--- src/rtl/rope_pkg.sv ---
package rope_pkg;
   typedef enum logic [2:0] {
      ST_IDLE    = 3'd0,
      ST_WAIT_TS = 3'd1,
      ST_READ    = 3'd2,
      ST_CAPT    = 3'd3,
      ST_DRIVE   = 3'd4,
      ST_RELEASE = 3'd5,
      ST_FAULT   = 3'd6
   } resp_state_e;

   function automatic bit is_pow2(input int unsigned v);
      return (v != 0) && ((v & (v - 1)) == 0);
   endfunction
endpackage

--- src/rtl/rope_sel_filter.sv ---
module rope_sel_filter #(
   parameter int W           = 1,
   parameter int SYNC_STAGES = 2,
   parameter int MIN_PULSE   = 3
) (
   input  logic         clk,
   input  logic         rst_n,
   input  logic [W-1:0] raw_i,
   output logic [W-1:0] filt_o
);
   localparam int CW = (MIN_PULSE > 1) ? $clog2(MIN_PULSE + 1) : 1;

   for (genvar b = 0; b < W; b++) begin : g_bit
      logic [SYNC_STAGES-1:0] sh_q;
      logic                   s;
      logic                   f_q;

      always_ff @(posedge clk or negedge rst_n) begin
         if (!rst_n) sh_q <= '0;
         else        sh_q <= {sh_q[SYNC_STAGES-2:0], raw_i[b]};
      end
      assign s = sh_q[SYNC_STAGES-1];

      if (MIN_PULSE <= 1) begin : g_direct
         always_ff @(posedge clk or negedge rst_n) begin
            if (!rst_n) f_q <= 1'b0;
            else        f_q <= s;
         end
      end else begin : g_count
         logic [CW-1:0] cnt_q;
         always_ff @(posedge clk or negedge rst_n) begin
            if (!rst_n) begin
               cnt_q <= '0;
               f_q   <= 1'b0;
            end else if (s != f_q) begin
               if (cnt_q == CW'(MIN_PULSE - 1)) begin
                  f_q   <= s;
                  cnt_q <= '0;
               end else begin
                  cnt_q <= cnt_q + CW'(1);
               end
            end else begin
               cnt_q <= '0;
            end
         end
      end

      assign filt_o[b] = f_q;
   end
endmodule

--- src/rtl/rope_onehot_enc.sv ---
module rope_onehot_enc #(
   parameter int N  = 6,
   parameter int IW = (N > 1) ? $clog2(N) : 1
) (
   input  logic [N-1:0]  vec_i,
   output logic [IW-1:0] idx_o,
   output logic          single_o
);
   localparam int CW = $clog2(N + 1);
   logic [CW-1:0] cnt;

   always_comb begin
      idx_o = '0;
      cnt   = '0;
      for (int i = 0; i < N; i++) begin
         if (vec_i[i]) begin
            idx_o = idx_o | IW'(i);
            cnt   = cnt + CW'(1);
         end
      end
   end

   assign single_o = (cnt == CW'(1));
endmodule

--- src/rtl/rope_addr_map.sv ---
module rope_addr_map #(
   parameter int MOD_IW        = 3,
   parameter int STR_IW        = 4,
   parameter int CORE_W        = 9,
   parameter int WORDS_PER_MOD = 6144,
   parameter int ADDR_W        = 16
) (
   input  logic [MOD_IW-1:0] mod_idx_i,
   input  logic [STR_IW-1:0] str_idx_i,
   input  logic [CORE_W-1:0] core_i,
   output logic [ADDR_W-1:0] addr_o
);
   import rope_pkg::*;
   localparam int MOD_SH = $clog2(WORDS_PER_MOD);

   logic [ADDR_W-1:0] offset;
   assign offset = (ADDR_W'(str_idx_i) << CORE_W) + ADDR_W'(core_i);

   if (is_pow2(WORDS_PER_MOD)) begin : g_shift
      assign addr_o = (ADDR_W'(mod_idx_i) << MOD_SH) | offset;
   end else begin : g_mult
      assign addr_o = ADDR_W'(mod_idx_i) * ADDR_W'(WORDS_PER_MOD) + offset;
   end
endmodule

--- src/rtl/rope_resp_fsm.sv ---
module rope_resp_fsm #(
   parameter int ADDR_W = 16,
   parameter int DATA_W = 16
) (
   input  logic              clk,
   input  logic              rst_n,
   input  logic              any_sel_i,
   input  logic              sel_stable_i,
   input  logic              sel_ok_i,
   input  logic [ADDR_W-1:0] addr_i,
   input  logic              ts_i,
   input  logic [DATA_W-1:0] ram_rdata_i,
   input  logic              ram_rpar_i,
   output logic              ram_rd_o,
   output logic [ADDR_W-1:0] ram_addr_o,
   output logic [DATA_W-1:0] data_o,
   output logic              par_o,
   output logic              valid_o,
   output logic              err_o
);
   import rope_pkg::*;

   resp_state_e       st_q;
   logic [ADDR_W-1:0] addr_q;
   logic [DATA_W-1:0] data_q;
   logic              par_q, valid_q, err_q;

   always_ff @(posedge clk or negedge rst_n) begin
      if (!rst_n) begin
         st_q    <= ST_IDLE;
         addr_q  <= '0;
         data_q  <= '0;
         par_q   <= 1'b0;
         valid_q <= 1'b0;
         err_q   <= 1'b0;
      end else begin
         unique case (st_q)
            ST_IDLE: begin
               if (any_sel_i && sel_stable_i) begin
                  addr_q <= addr_i;
                  if (sel_ok_i) begin
                     st_q <= ST_WAIT_TS;
                  end else begin
                     st_q  <= ST_FAULT;
                     err_q <= 1'b1;
                  end
               end
            end
            ST_WAIT_TS: if (ts_i) st_q <= ST_READ;
            ST_READ:    st_q <= ST_CAPT;
            ST_CAPT: begin
               data_q  <= ram_rdata_i;
               par_q   <= ram_rpar_i;
               valid_q <= 1'b1;
               st_q    <= ST_DRIVE;
            end
            ST_DRIVE: begin
               if (!ts_i) begin
                  data_q  <= '0;
                  par_q   <= 1'b0;
                  valid_q <= 1'b0;
                  st_q    <= ST_RELEASE;
               end
            end
            ST_RELEASE: if (!any_sel_i) st_q <= ST_IDLE;
            ST_FAULT: begin
               if (!any_sel_i) begin
                  err_q <= 1'b0;
                  st_q  <= ST_IDLE;
               end
            end
            default: st_q <= ST_IDLE;
         endcase
      end
   end

   assign ram_rd_o   = (st_q == ST_READ);
   assign ram_addr_o = addr_q;
   assign data_o     = data_q;
   assign par_o      = par_q;
   assign valid_o    = valid_q;
   assign err_o      = err_q;
endmodule

--- src/rtl/rope_addr_responder.sv ---
module rope_addr_responder #(
   parameter int NUM_MODS      = 6,
   parameter int NUM_STRANDS   = 12,
   parameter int CORE_W        = 9,
   parameter int WORDS_PER_MOD = 6144,
   parameter int DATA_W        = 16,
   parameter int SYNC_STAGES   = 2,
   parameter int MIN_PULSE     = 3,
   localparam int ADDR_W       = $clog2(NUM_MODS * WORDS_PER_MOD),
   localparam int MOD_IW       = (NUM_MODS > 1) ? $clog2(NUM_MODS) : 1,
   localparam int STR_IW       = (NUM_STRANDS > 1) ? $clog2(NUM_STRANDS) : 1
) (
   input  logic                   clk,
   input  logic                   rst_n,
   input  logic [NUM_MODS-1:0]    mod_sel_i,
   input  logic [NUM_STRANDS-1:0] strand_sel_i,
   input  logic [CORE_W-1:0]      core_pos_i,
   input  logic                   timing_i,
   output logic                   ram_rd_o,
   output logic [ADDR_W-1:0]      ram_addr_o,
   input  logic [DATA_W-1:0]      ram_rdata_i,
   input  logic                   ram_rpar_i,
   output logic [DATA_W-1:0]      data_o,
   output logic                   par_o,
   output logic                   valid_o,
   output logic                   err_o
);
   localparam int SEL_W = NUM_MODS + NUM_STRANDS + CORE_W;

   initial begin
      if (WORDS_PER_MOD != NUM_STRANDS * (1 << CORE_W))
         $error("module size must equal strands times core positions");
      if (SYNC_STAGES < 2)
         $error("at least two synchroniser stages required");
      if (MIN_PULSE < 1)
         $error("MIN_PULSE must be at least 1");
   end

   logic [NUM_MODS-1:0]    mod_f;
   logic [NUM_STRANDS-1:0] str_f;
   logic [CORE_W-1:0]      core_f;
   logic [0:0]             ts_vec;
   logic                   ts_s;
   logic [SEL_W-1:0]       sel_now, sel_prev_q;
   logic [MOD_IW-1:0]      mod_idx;
   logic [STR_IW-1:0]      str_idx;
   logic                   mod_one, str_one;
   logic [ADDR_W-1:0]      lin_addr;

   rope_sel_filter #(.W(NUM_MODS), .SYNC_STAGES(SYNC_STAGES), .MIN_PULSE(MIN_PULSE))
      u_mod_flt (.clk(clk), .rst_n(rst_n), .raw_i(mod_sel_i), .filt_o(mod_f));
   rope_sel_filter #(.W(NUM_STRANDS), .SYNC_STAGES(SYNC_STAGES), .MIN_PULSE(MIN_PULSE))
      u_str_flt (.clk(clk), .rst_n(rst_n), .raw_i(strand_sel_i), .filt_o(str_f));
   rope_sel_filter #(.W(CORE_W), .SYNC_STAGES(SYNC_STAGES), .MIN_PULSE(MIN_PULSE))
      u_core_flt (.clk(clk), .rst_n(rst_n), .raw_i(core_pos_i), .filt_o(core_f));
   rope_sel_filter #(.W(1), .SYNC_STAGES(SYNC_STAGES), .MIN_PULSE(1))
      u_ts_sync (.clk(clk), .rst_n(rst_n), .raw_i(timing_i), .filt_o(ts_vec));
   assign ts_s = ts_vec[0];

   assign sel_now = {mod_f, str_f, core_f};
   always_ff @(posedge clk or negedge rst_n) begin
      if (!rst_n) sel_prev_q <= '0;
      else        sel_prev_q <= sel_now;
   end

   rope_onehot_enc #(.N(NUM_MODS), .IW(MOD_IW))
      u_mod_enc (.vec_i(mod_f), .idx_o(mod_idx), .single_o(mod_one));
   rope_onehot_enc #(.N(NUM_STRANDS), .IW(STR_IW))
      u_str_enc (.vec_i(str_f), .idx_o(str_idx), .single_o(str_one));

   rope_addr_map #(.MOD_IW(MOD_IW), .STR_IW(STR_IW), .CORE_W(CORE_W),
                   .WORDS_PER_MOD(WORDS_PER_MOD), .ADDR_W(ADDR_W))
      u_map (.mod_idx_i(mod_idx), .str_idx_i(str_idx), .core_i(core_f), .addr_o(lin_addr));

   rope_resp_fsm #(.ADDR_W(ADDR_W), .DATA_W(DATA_W)) u_fsm (
      .clk(clk), .rst_n(rst_n),
      .any_sel_i(|{mod_f, str_f}),
      .sel_stable_i(sel_now == sel_prev_q),
      .sel_ok_i(mod_one && str_one),
      .addr_i(lin_addr),
      .ts_i(ts_s),
      .ram_rdata_i(ram_rdata_i), .ram_rpar_i(ram_rpar_i),
      .ram_rd_o(ram_rd_o), .ram_addr_o(ram_addr_o),
      .data_o(data_o), .par_o(par_o), .valid_o(valid_o), .err_o(err_o));
endmodule

--- config.mk ---
export PLATFORM = sky130hd
export DESIGN_NAME = rope_addr_responder
export DESIGN_NICKNAME = d
export VERILOG_FILES = /design/src/rtl/rope_pkg.sv /design/src/rtl/rope_sel_filter.sv /design/src/rtl/rope_onehot_enc.sv /design/src/rtl/rope_addr_map.sv /design/src/rtl/rope_resp_fsm.sv /design/src/rtl/rope_addr_responder.sv
export SDC_FILE = /design/constraint.sdc
export NUM_CORES = 1
export LEC_CHECK = 0
export BUFFER_PORTS_ARGS = -buffer_cell sky130_fd_sc_hd__buf_2
export CAP_MARGIN = 20
export CELL_PAD_IN_SITES_DETAIL_PLACEMENT = 0
export CELL_PAD_IN_SITES_GLOBAL_PLACEMENT = 1
export CORE_MARGIN = 4
export CORE_UTILIZATION = 50
export DETAILED_ROUTE_END_ITERATION = 10
export HOLD_SLACK_MARGIN = 0.02
export PLACE_DENSITY = 0.89
export SETUP_SLACK_MARGIN = 0.15
export SYNTH_ARGS = -nofsm -noshare
export SYNTH_HDL_FRONTEND = slang
export SYNTH_SLANG_ARGS = --single-unit
--- constraint.sdc ---
create_clock -name clk -period 19.3 [get_ports clk]
set_clock_uncertainty 0.2 [all_clocks]
set_input_delay 2.895 -clock clk [delete_from_list [all_inputs] [get_ports clk]]
set_output_delay 2.895 -clock clk [all_outputs]
set_load 0.02 [all_outputs]
==> Word level (Yosys, flattened, before mapping) <==
Cells that the tools add are included.
{ "word_totals": {"latch_bits": 0, "ramBits": 0, "register_bits": 203, "input_bits": 47, "output_inout_bits": 36, "rom_bits": 0, "word_cells": 346, "memories": 0} }
{ "classes": {"n_reduce_logical": 38, "bitwise": 0, "div": 0, "n_eq_ne": 69, "mul": 1, "add_sub_neg": 45, "order_cmp": 0, "mux": 103, "shifts": 0} }
{ "op_table": {"columns": ["operator", "n"], "rows": [
  ["$mux W2", 58],
  ["$mux W4", 15],
  ["$reduce_and A2 Y1", 29],
  ["$add A2 B1 Y2 const B", 27],
  ["$eq A2 B2 Y1 const B", 27],
  ["$mux W3", 16],
  ["$add A4 B1 Y4 const B", 11],
  ["$pmux W16 S2", 1],
  ["$eq A27 B27 Y1", 1],
  ["$ne A1 B1 Y1", 27],
  ["$pmux W3 S6", 1],
  ["$reduce_or A18 Y1", 1],
  ["$add A16 B14 Y16", 1],
  ["$mux W16", 1],
  ["$add A3 B1 Y3 const B", 5],
  ["$add A13 B9 Y14", 1],
  ["$ne A2 B2 Y1 const B", 5],
  ["$eq A3 B3 Y1 const B", 3],
  ["$mux W1", 8],
  ["$reduce_and A4 Y1", 2],
  ["$eq A3 B1 Y1 const B", 2],
  ["$eq A3 B2 Y1 const B", 2],
  ["$pmux W1 S2", 3],
  ["$mul A3 B2 Y5 const B", 1],
  ["6 further kinds", 8]
]} }

==> Depth between registers and ports, before layout <==
{ "depth": {"depth_word": 28, "mapped_depth": 35, "ltp_nobuf": 35} }

==> Cells and area by module <==
A second synthesis with hierarchy kept.
{ "unflattened": {"hier_cells": 661, "hier_area_um2": 9085.0} }
{ "by_module_without_submodules": {"columns": ["module", "seq_area_each_um2", "area_each_um2", "cells_each", "instances"], "rows": [
  ["rope_sel_filter (u_str_flt)", 1501.4, 2192.1, 132, 1],
  ["rope_sel_filter (u_core_flt)", 1126.1, 1644.1, 99, 1],
  ["rope_resp_fsm", 950.9, 1556.5, 110, 1],
  ["rope_sel_filter (u_mod_flt)", 750.7, 1096.1, 66, 1],
  ["rope_addr_responder", 675.6, 1012.2, 70, 1],
  ["rope_onehot_enc (u_str_enc)", 0.0, 994.7, 119, 1],
  ["rope_onehot_enc (u_mod_enc)", 0.0, 269.0, 35, 1],
  ["rope_addr_map", 0.0, 245.2, 27, 1],
  ["rope_sel_filter (u_ts_sync)", 75.1, 75.1, 3, 1]
]} }

==> Worst setup path before layout <==
No wires, ideal clock.
{ "synth_timing": {"kind": "reg2reg", "start": "register u_str_flt.g_bit[1].f_q", "end": "register u_fsm.st_q[2]", "path_stages_with_launch": 35, "path_buffers": 0, "slack_ns": 12.980, "synth_period_minus_slack_ns": 6.320, "t_arrival_ns": 5.989, "t_required_ns": 18.970, "setup_ns": 0.130, "path_cell_list": "dfrtp_1 > inv_1 > ha_1 > xor2_1 > ha_1 > nand2_1 > o31ai_1 > ha_1 > nand2b_1 > o21a_1 > ha_1 > mux2i_1 > nor2_1 > ha_1 > nand2_1 > o31ai_1 > ha_1 > o21ai_0 > nor2_1 > ha_1 > nand2_1 > o31ai_1 > ha_1 > a21oi_1 > o41ai_1 > ha_1 > inv_1 > a21oi_1 > ha_1 > nand2_1 > xor2_1 > xnor2_1 > nand4_1 > a221oi_2 > o21ai_1"} }
{ "synth_via": {"elab_chain_cells": 26, "elab_cells_between_ends": 32, "cone_classes": "add/sub: 10; eq/ne: 4; mux: 14; reduce/logical: 4"} }
{ "synth_rtl": {"columns": ["element", "line", "rtl"], "rows": [
  ["start: declaration", "rope_sel_filter.sv:16", "logic f_q;"],
  ["start signal: assignment", "rope_sel_filter.sv:37", "f_q <= s;"],
  ["$mux W4", "rope_onehot_enc.sv:16", "if (vec_i[i]) begin"],
  ["$add A4 B1 Y4", "rope_onehot_enc.sv:18", "cnt = cnt + CW'(1);"],
  ["$mux W4", "rope_onehot_enc.sv:16", null],
  ["$add A4 B1 Y4", "rope_onehot_enc.sv:18", null],
  ["$mux W4", "rope_onehot_enc.sv:16", null],
  ["$add A4 B1 Y4", "rope_onehot_enc.sv:18", null],
  ["$mux W4", "rope_onehot_enc.sv:16", null],
  ["$add A4 B1 Y4", "rope_onehot_enc.sv:18", null],
  ["[10 not listed]", null, null],
  ["$mux W4", "rope_onehot_enc.sv:16", null],
  ["$add A4 B1 Y4", "rope_onehot_enc.sv:18", null],
  ["$mux W4", "rope_onehot_enc.sv:16", null],
  ["$eq A4 B1 Y1", "rope_onehot_enc.sv:23", "assign single_o = (cnt == CW'(1));"],
  ["$logic_and A1 B1 Y1", "rope_addr_responder.sv:79", ".sel_ok_i(mod_one && str_one),"],
  ["$mux W3", "rope_resp_fsm.sv:41", "if (sel_ok_i) begin"],
  ["$mux W3", "rope_resp_fsm.sv:39", "if (any_sel_i && sel_stable_i) begin"],
  ["$pmux W3 S6", "rope_resp_fsm.sv:37", "unique case (st_q)"],
  ["end signal: assignment", "rope_resp_fsm.sv:42", "st_q <= ST_WAIT_TS;"],
  ["end signal: assignment", "rope_resp_fsm.sv:44", "st_q <= ST_FAULT;"],
  ["end signal: assignment", "rope_resp_fsm.sv:49", "ST_WAIT_TS: if (ts_i) st_q <= ST_READ;"],
  ["end: declaration", "rope_resp_fsm.sv:23", "resp_state_e st_q;"]
]} }
Parallel ways exist; a longest one is shown, timed or not. The select of a mux whose other input is x is not followed.
A chain may end at the register's enable or synchronous reset.

==> Worst setup path in the final report <==
Ends and elaborated chain as after synthesis.

==> impl_metrics.py <==
metrics = {
    "run_status": {
        "status": "complete, no violations",
    },
    "synth": {
        "synth.net_count": 718,
        "yosys-top-cells-count": "dfrtp_1, xnor2_1, mux2_2, nor3_1, xor2_1",
        "synth_area_leaders": "dfrtp_1, xnor2_1, mux2_2, xor2_1, ha_1",
        "yosysWarnings": 0,
        "ys.flop_type": "dfrtp_1",
        "syn_inst": 646,
        "ys_types": 59,
        "yosysMostFrequentCell": "dfrtp_1",
        "synth_area_um2": 8390,
        "post-synth-top-area-cell": "dfrtp_1",
        "synth_edf_count": 0,
        "async_flop_share": 1.00,
        "avgSynthCellArea_um2": 13.0,
        "ys_seq_area_frac": 0.605,
        "synth_top_area_frac": 0.605,
        "ys_seq_elements": 203,
    },
    "sta": {
        "period_share": 0.376,
        "rsz0062_at_grt": "false",
        "finalSetupViolCount": 0,
        "fmax_ghz": 0.138,
        "maxSlewHeadroom": 0.411,
        "worst_slew_pin_slew_ns": 0.883,
        "final.min_clock_period_ns": 7.25,
        "finalSetupTns_ns": 0,
        "slew_violations": 0,
        "hold_viol_final": 0,
    },
    "route": {
        "drtPass1Iterations": 4,
        "routedWlPerCell_um": 15.7,
        "routed_wl_um": 15300,
        "wl_met3_um": 588,
        "ant_nets": 0,
        "dr_wl_met2_um": 7540,
        "first_iter_violations": 298,
        "vias": 5044,
        "routed_via_density": 5.21,
        "top_layer": "met4",
        "drc": 0,
        "wirelength_met1_um": 6710,
    },
    "global_route": {
        "antenna_found_initial": 0,
        "grt_pass1_vias": 5266,
        "grt_max_degree": 131,
        "grt-ovfl-total": 0,
        "grt_pass1_wl_um": 25500,
        "grt_usage": 0.167,
    },
    "final_layout": {
        "layout.nets": 807,
        "area_delta_synth_final_pct": 17.2,
        "diodes": 0,
        "layout-drive-gt1-share": 0.236,
        "fillCellCount": 1261,
    },
    "clock_network": {
        "post_cts_buffers": 0,
        "root_buffer": "clkbuf_16",
        "path_clk_slew_ns": 0.06,
        "clkLatencyLatePin_ns": 0.50,
        "cts_max_path_buffers": 3,
        "cts-buffers-inserted": 22,
        "post_cts_resized": 0,
        "cts_sinks": 203,
        "cts_tree": "built",
        "htree_levels": 1,
        "postCtsHoldBufs": 0,
    },
    "floorplan": {
        "initial_core_util": 0.508,
        "die_h_um": 138,
        "dieArea_um2": 18900,
        "core_um2": 16500,
        "top_level_ports": 83,
        "fp.dieW_um": 138,
        "rows": 47,
    },
    "place": {
        "place.gp.congestion": 0.824,
        "dp_hpwl_um": 10300,
        "port_buffers": 82,
    },
    "critical_path": {
        "worstSetupPathType": "reg -> reg",
        "critPathMaxStageDelay_ns": 0.48,
        "cpMaxStageDelayCell": "dfrtp_1",
        "startpoint_type": "register",
        "worstSetupEndpointType": "register",
        "cp_data_required_time_ns": 19.48,
        "path_delay_family": "adder cells",
        "cp.arrival_ns": 7.43,
        "critPathMaxFanout": 6,
        "crit_top_cell": "ha_1",
        "cp.buffers_inverters": 2,
    },
    "run": {
        "drv_cap": 0,
    },
    "min_path": {
        "min_path_type": "reg -> reg",
    },
}
[per-layer routing]
layer  track usage  vias up
met4        0.0604        0
li1              -     2419
met3        0.0303       31
met5             0        -
met1         0.230     2509
met2         0.268       85
[worst paths after layout]
check                                      startpoint                                   to  slack, ns  depth (start not counted)
max                            u_str_flt.g_bit[1].f_q                        u_fsm.st_q[2]      12.05                         34
min                        u_mod_flt.g_bit[1].sh_q[0]           u_mod_flt.g_bit[1].sh_q[1]       0.14                          0
max reg2reg                    u_str_flt.g_bit[1].f_q                        u_fsm.st_q[2]      12.05                         34
min reg2reg                u_mod_flt.g_bit[1].sh_q[0]           u_mod_flt.g_bit[1].sh_q[1]       0.14                          0
max in group asynchronous                       rst_n           u_str_flt.g_bit[4].sh_q[1]      15.21                          3
min in group asynchronous                       rst_n  u_str_flt.g_bit[6].g_count.cnt_q[0]       2.04                          1
[through the flow]
stage | utilization | cells | area (um2) | setup WS, ns | hold WS (ns)
2_1_floorplan | - | 646 | 8390 | 12.98 | 0.131
3_3_place_gp | 0.545 | 928 | 9010 | 12.51 | 0.131
3_5_place_dp | 0.545 | 928 | 9010 | 12.16 | 0.135
4_1_cts | 0.592 | 966 | 9790 | 12.05 | 0.137
5_1_grt | 0.595 | 969 | 9840 | 11.41 | 0.151
6_report | 0.595 | 969 | 9840 | 12.05 | 0.138
[layout by cell type (no fill, tap or decap), drive strengths merged, types with 4 or more instances in the layout]
master  Yosys  final
nand3       6      6
nor2       24     24
a21oi      17     17
nand4       5      5
nand2b     22     22
nand2      23     23
ha         23     23
bufinv      0      4
xor2       33     33
xnor3       4      4
nor3b      24     24
nor3       35     35
buf        13     86
o21ai       9      9
xnor2      50     50
clkinv      0      6
o31ai       5      5
a31o        7      7
mux2       35     35
dfrtp     203    203
a31oi       4      4
nor4        9      9
a22o       17     17
inv        26     26
clkbuf      9     28
nor2b       4      4
[flip-flops by register name, indices dropped and copies added, names as in the netlist, 2 cells and up]
signal,count
u_str_flt.g_bit.f_q,12
u_fsm.data_o,16
u_core_flt.g_bit.sh_q,18
u_mod_flt.g_bit.sh_q,12
sel_prev_q,27
u_str_flt.g_bit.g_count.cnt_q,24
u_ts_sync.g_bit.sh_q,2
u_mod_flt.g_bit.g_count.cnt_q,12
u_fsm.ram_addr_o,16
u_fsm.st_q,3
u_core_flt.g_bit.f_q,9
u_str_flt.g_bit.sh_q,24
u_mod_flt.g_bit.f_q,6
u_core_flt.g_bit.g_count.cnt_q,18
[cell type report]
| class | count | area [um2] | area share |
|---|---|---|---|
| multi-input cells | 395 | 3120 | 0.318 |
| flip-flops and latches | 203 | 5080 | 0.516 |
| clock inverters | 11 | 169 | 0.0172 |
| clock buffers | 27 | 611 | 0.0621 |
| well taps | 220 | 275 | 0.0280 |
| repair buffers | 87 | 480 | 0.0488 |
| inverters | 26 | 97.6 | 0.00992 |
[worst reg2reg max path: cells and delay by family (launching register included)]
kind | cells | cell delay, ns
flip-flops | 1 | 0.48
AO/OA/AOI/OAI | 10 | 1.61
buffers and inverters | 2 | 0.17
adder cells (fa/ha/maj) | 10 | 2.97
AND/OR/NAND/NOR | 8 | 0.91
multiplexers | 1 | 0.19
XOR/XNOR | 3 | 0.61
[logic make-up (layout without fill, tap and decap cells)]
| group | Yosys count | in the layout | share of synthesized area |
|---|---|---|---|
| mux | 37 | 37 | 0.0493 |
| simple gates | 166 | 166 | 0.109 |
| compound gates | 77 | 77 | 0.0674 |
| fa+ha+maj | 26 | 26 | 0.0403 |
| flops | 203 | 203 | 0.605 |
| xor+xnor | 89 | 89 | 0.106 |
| buf+inv | 48 | 151 | 0.0237 |
Power is left out: the tool's default activity adds up to more than one toggle a clock period on the data nets, which glitch-free logic cannot reach.
